$ cat src/rtl/vt_pkg.sv
package vt_pkg;
   localparam int BYTE_W = 8;
   localparam int ADDR_W = 3;

   typedef enum logic [ADDR_W-1:0] {
      RA_CNTA_LO = 3'd0,
      RA_CNTA_HI = 3'd1,
      RA_CNTB_LO = 3'd2,
      RA_CNTB_HI = 3'd3,
      RA_MODE    = 3'd4,
      RA_FLAGS   = 3'd5,
      RA_ENAB    = 3'd6
   } vt_addr_e;

   localparam int FB_SHIFT = 2;
   localparam int FB_CNTB  = 5;
   localparam int FB_CNTA  = 6;
   localparam int FB_SUM   = 7;

   localparam logic [BYTE_W-1:0] FLAG_MASK =
      (BYTE_W'(1) << FB_SHIFT) | (BYTE_W'(1) << FB_CNTB) | (BYTE_W'(1) << FB_CNTA);
endpackage

$ cat src/rtl/vt_down_timer.sv
module vt_down_timer #(
   parameter int W        = 16,
   parameter bit HAS_CONT = 1'b0
) (
   input  logic             clk,
   input  logic             rst_n,
   input  logic             tick,
   input  logic             ld_lo,
   input  logic             ld_hi,
   input  logic [W/2-1:0]   din,
   input  logic             cont,
   output logic [W-1:0]     count,
   output logic [W-1:0]     latch,
   output logic             expire
);
   localparam int HALF = W / 2;

   logic [W-1:0] cnt_q;
   logic [W-1:0] lat_q;
   logic         armed_q;
   logic         at_zero;
   logic         reload_now;

   assign at_zero    = (cnt_q == '0);
   assign reload_now = cont && HAS_CONT;
   assign expire     = tick && at_zero && armed_q && !ld_hi;

   always_ff @(posedge clk) begin
      if (!rst_n) begin
         cnt_q   <= '1;
         lat_q   <= '1;
         armed_q <= 1'b0;
      end else if (ld_hi) begin
         lat_q[W-1:HALF] <= din;
         cnt_q           <= {din, lat_q[HALF-1:0]};
         armed_q         <= 1'b1;
      end else begin
         if (ld_lo) lat_q[HALF-1:0] <= din;
         if (tick) begin
            if (at_zero && reload_now) cnt_q <= lat_q;
            else                       cnt_q <= cnt_q - 1'b1;
         end
         if (expire && !reload_now) armed_q <= 1'b0;
      end
   end

   assign count = cnt_q;
   assign latch = lat_q;
endmodule

$ cat src/rtl/vt_irq_ctrl.sv
module vt_irq_ctrl
   import vt_pkg::*;
#(
   parameter logic [BYTE_W-1:0] MASK = FLAG_MASK
) (
   input  logic              clk,
   input  logic              rst_n,
   input  logic [BYTE_W-1:0] set_vec,
   input  logic [BYTE_W-1:0] ack_vec,
   input  logic              woc_wr,
   input  logic              en_wr,
   input  logic [BYTE_W-1:0] din,
   output logic [BYTE_W-1:0] flags,
   output logic [BYTE_W-1:0] enables,
   output logic              irq
);
   logic [BYTE_W-1:0] flg_q, en_q;
   logic [BYTE_W-1:0] woc_vec;
   logic [BYTE_W-1:0] flg_d, en_d;

   assign woc_vec = woc_wr ? din : '0;

   always_comb begin
      flg_d = ((flg_q & ~ack_vec & ~woc_vec) | set_vec) & MASK;
      en_d  = en_q;
      if (en_wr) begin
         if (din[BYTE_W-1]) en_d = (en_q | din) & MASK;
         else               en_d = en_q & ~din & MASK;
      end
   end

   always_ff @(posedge clk) begin
      if (!rst_n) begin
         flg_q <= '0;
         en_q  <= '0;
      end else begin
         flg_q <= flg_d;
         en_q  <= en_d;
      end
   end

   assign flags   = flg_q;
   assign enables = en_q;
   assign irq     = |(flg_q & en_q & MASK);
endmodule

$ cat src/rtl/vt_timer.sv
module vt_timer
   import vt_pkg::*;
#(
   parameter int CNT_W = 16
) (
   input  logic              clk,
   input  logic              rst_n,
   input  logic [ADDR_W-1:0] addr,
   input  logic              wr_en,
   input  logic [BYTE_W-1:0] wdata,
   input  logic              rd_en,
   output logic [BYTE_W-1:0] rdata,
   input  logic              tick,
   input  logic              shift_done,
   output logic              irq
);
   localparam int NTMR = 2;

   generate
      if (CNT_W != 2 * BYTE_W) begin : g_bad_width
         $error("vt_timer: CNT_W must be two bytes wide");
      end
   endgenerate

   logic [CNT_W-1:0] t_cnt [NTMR];
   logic [CNT_W-1:0] t_lat [NTMR];
   logic [NTMR-1:0]  t_exp;
   logic [NTMR-1:0]  t_ldlo, t_ldhi, t_rdlo;
   logic             cont_q;
   logic [BYTE_W-1:0] flags, enables;
   logic [BYTE_W-1:0] set_vec, ack_vec;

   assign t_ldlo[0] = wr_en && (addr == RA_CNTA_LO);
   assign t_ldhi[0] = wr_en && (addr == RA_CNTA_HI);
   assign t_rdlo[0] = rd_en && (addr == RA_CNTA_LO);
   assign t_ldlo[1] = wr_en && (addr == RA_CNTB_LO);
   assign t_ldhi[1] = wr_en && (addr == RA_CNTB_HI);
   assign t_rdlo[1] = rd_en && (addr == RA_CNTB_LO);

   for (genvar i = 0; i < NTMR; i++) begin : g_tmr
      vt_down_timer #(.W(CNT_W), .HAS_CONT(i == 0)) u_tmr (
         .clk    (clk),
         .rst_n  (rst_n),
         .tick   (tick),
         .ld_lo  (t_ldlo[i]),
         .ld_hi  (t_ldhi[i]),
         .din    (wdata),
         .cont   (cont_q),
         .count  (t_cnt[i]),
         .latch  (t_lat[i]),
         .expire (t_exp[i])
      );
   end

   always_ff @(posedge clk) begin
      if (!rst_n)                          cont_q <= 1'b0;
      else if (wr_en && addr == RA_MODE)   cont_q <= wdata[0];
   end

   always_comb begin
      set_vec           = '0;
      set_vec[FB_CNTA]  = t_exp[0];
      set_vec[FB_CNTB]  = t_exp[1];
      set_vec[FB_SHIFT] = shift_done;
      ack_vec           = '0;
      ack_vec[FB_CNTA]  = t_ldhi[0] || t_rdlo[0];
      ack_vec[FB_CNTB]  = t_ldhi[1] || t_rdlo[1];
   end

   vt_irq_ctrl #(.MASK(FLAG_MASK)) u_irq (
      .clk     (clk),
      .rst_n   (rst_n),
      .set_vec (set_vec),
      .ack_vec (ack_vec),
      .woc_wr  (wr_en && addr == RA_FLAGS),
      .en_wr   (wr_en && addr == RA_ENAB),
      .din     (wdata),
      .flags   (flags),
      .enables (enables),
      .irq     (irq)
   );

   always_comb begin
      case (addr)
         RA_CNTA_LO: rdata = t_cnt[0][BYTE_W-1:0];
         RA_CNTA_HI: rdata = t_cnt[0][CNT_W-1:BYTE_W];
         RA_CNTB_LO: rdata = t_cnt[1][BYTE_W-1:0];
         RA_CNTB_HI: rdata = t_cnt[1][CNT_W-1:BYTE_W];
         RA_MODE:    rdata = {{(BYTE_W-1){1'b0}}, cont_q};
         RA_FLAGS:   rdata = {irq, flags[BYTE_W-2:0]};
         RA_ENAB:    rdata = {1'b0, enables[BYTE_W-2:0]};
         default:    rdata = '0;
      endcase
   end
endmodule

$ cat config.mk
export PLATFORM = sky130hd
export DESIGN_NAME = vt_timer
export DESIGN_NICKNAME = d
export VERILOG_FILES = /design/src/rtl/vt_pkg.sv /design/src/rtl/vt_down_timer.sv /design/src/rtl/vt_irq_ctrl.sv /design/src/rtl/vt_timer.sv
export SDC_FILE = /design/constraint.sdc
export NUM_CORES = 1
export LEC_CHECK = 0
export ABC_AREA = 1
export BUFFER_PORTS_ARGS = -buffer_cell sky130_fd_sc_hd__buf_2
export CORE_MARGIN = 2
export CORE_UTILIZATION = 43
export DETAILED_ROUTE_END_ITERATION = 10
export PLACE_DENSITY = 0.64
export REMOVE_ABC_BUFFERS = 1
export SYNTH_ARGS = -nofsm -noshare
export SYNTH_HDL_FRONTEND = slang
export SYNTH_SLANG_ARGS = --single-unit
$ cat constraint.sdc
create_clock -name clk -period 2.15 [get_ports clk]
set_clock_uncertainty 0.05 [all_clocks]
set_input_delay 0 -clock clk [delete_from_list [all_inputs] [get_ports clk]]
set_output_delay 0 -clock clk [all_outputs]
set_load 0.02 [all_outputs]
==> metrics <==
Max-cap violations=0; Num CTS Buffers=9; Max Freq=about 530 MHz; Syn Inst Count=~580; CTS Hold Bufs=16; crit path launch=addr[2]; nets=roughly 650; worst skew pair latency=between 300 and 400 ps; Cell Pwr Density=between 600 and 700 nW/um2; DIE AREA=9550 um2; diode count=0; TritonRoute pass-1 iters=5; first-pass GRT wire length=slightly below 20 mm; actual slew at the worst max-slew pin=676 ps; clk root buf=clkbuf_8; fin crit period=1870 ps; fill cell count=~880; clock buffer depth=2; gp weighted congestion=between 0.9 and 1; Routed Antenna Nets=0; number of synthesized flops with an enable pin=0; CTS tree=done; Worst R2R Start=g_tmr[0].u_tmr.count[0]; DR iter-0 viols=293; clock transition at the registers of the reported paths=about 80 ps; fraction of layout cells with a size suffix above 1=between 10% and 20%; Initial Utilization=roughly 44%; area occupied by multi-input gates=about 2100 um2; pin count of the biggest net entering global routing=a little over 40; largest area contributor in the netlist=dfxtp_1; GRT Util Overall=~25%; final WL=between 10 and 15 mm; TNS Setup=0 ps; post-route cell area=4340 um2; Die Y=slightly below 100 um; core area=between 8000 and 9000 um2; sequential share of the synthesized area=around a third; most frequent cells in the layout=nand2_1, inv_1, dfxtp_1; Avg Cell Area, Syn=about 6.5 um2; vias per inst=5.38; crit end category=register; post-synth top area share=approximately a third; status=complete, no violations; worst endpoint required time=roughly 2400 ps; vias in the first global route=roughly 3800; CTS Sinks=between 60 and 70; Resized cells post-CTS=0; kind of critical path=in2reg; Post-DP HPWL=roughly 8.5 mm; area occupied by registers=1300 um2; commonest non-fill, non-tap cell in the layout=nand2_1; vias=roughly 4000; Netlist cell types=33; fin. max-slew vios=0; Max VDD drop=0.233 mV; final number of setup-violating endpoints=0; # port buffers=25; Hold Path Class=in2reg; Lkg Pwr=around 2.1 nW; htree depth=3; total power=roughly 0.0029 W; WP data arrival=2140 ps; initial antenna violation count=0; postcts setup bufs=0; Worst setup SP type=input port; residual DRC count=0; Post-Syn Area=about 3800 um2; Area Overhead vs Synth=14.9%; final hold vios=0; synth top area cells=dfxtp_1, nand2_1, inv_1; IO Pins=26; placed cell areas=just under 4000 um2; Die X-Extent=approximately 98 um; max_slew headroom=54.9%; GRT Residual Overflow=0; routed len/inst=roughly 16 um; Hold Startpoint=tick; yosys warns=0; crit path max fanout=9; Cell Rows=34; Synth Flop Type=dfxtp_1; Tcrit/Tclk final=between 80% and 90%; RSZ-0062 raised after global routing=false; Synth async-reset ratio=0%; #FFs+latches synth=between 60 and 70
## power breakdown
group	internal (W)	switching, W	leakage [nW]	total, W
Clock	0.000569	0.000549	0.0949	0.00112
Combinational	0.000156	0.000296	1.50	0.000452
Sequential	0.00127	0.0000647	0.535	0.00133
Total	0.00199	0.000910	2.13	0.00290
## flip-flops by register name (all words and copies together), names as in the netlist, named ones only
register	count
cont_q	1
u_irq.flags	3
g_tmr.u_tmr.armed_q	2
g_tmr.u_tmr.count	32
g_tmr.u_tmr.latch	24
## metrics by stage
step / util, % / instances / hold slack [ps] / setup WS (ps)
2_1_floorplan: - / 568 / 18.7 / 681
3_3_place_gp: 46.0 / 706 / 164 / 425
4_1_cts: 50.2 / 738 / 40.9 / 346
5_1_grt: 50.2 / 738 / 63.3 / 93.8
3_5_place_dp: 46.0 / 706 / 168 / 394
6_report: 50.2 / 738 / 52.2 / 276
## kinds of logic (layout without fill, tap and decap cells)
family          Yosys count  count (layout)  share of synthesized area, %
compound gates          108             108                          16.4
fa+ha+maj                 4               4                          1.32
xor+xnor                 15              15                          3.48
simple gates            291             291                          33.3
buf+inv                 101             147                          11.1
flops                    65              65                          34.4
## metal layers
| layer | track usage, % | vias to the layer above | routed length, um |
|---|---|---|---|
| li1 | - | 1963 | - |
| met1 | 34.9 | 1837 | 5470 |
| met2 | 39.4 | 145 | 5230 |
| met3 | 3.67 | 26 | 645 |
| met4 | 11.8 | 0 | 342 |
| met5 | 0 | - | 0 |
## critical path, stage by stage
cell,delay (ps)
dlygate4sd3_1,550
buf_2,190
nor3_2,340
nand2_1,330
buf_4,280
nand2_1,60
nand2_1,70
a21oi_1,180
nand2_1,80
nand2_1,60
## synth_stat cells (2+ instances only)
cell type	count
o21bai_1	2
o211ai_1	19
nand2_1	170
xnor2_1	3
inv_1	79
o22ai_1	7
a22oi_1	2
nor2_2	5
buf_6	4
clkbuf_1	7
o21ai_1	2
nand2_4	3
a21oi_1	35
buf_4	2
dfxtp_1	65
nor3_1	3
inv_2	6
o221ai_1	3
nor2_4	2
xor2_1	12
o21ai_0	38
buf_2	2
ha_1	4
nand4_1	10
nand3_1	43
nor2_1	49
## final cells by class
type / instances / share of cell area, %
Inverter: 85 / 7.35
Tap cell: 108 / 3.11
Multi-Input combinational cell: 418 / 47.4
Timing Repair Buffer: 46 / 7.44
Clock buffer: 10 / 3.17
Clock inverter: 6 / 1.53
Sequential cell: 65 / 30.0
## final timing paths
check	cells past startpoint	slack (ps)	end
min	3	50	g_tmr[1].u_tmr.count[7]
max	10	280	g_tmr[0].u_tmr.count[14]
max reg2reg	10	350	g_tmr[0].u_tmr.count[9]
min reg2reg	2	420	g_tmr[1].u_tmr.latch[0]
(Power assumes the default switching activity.)
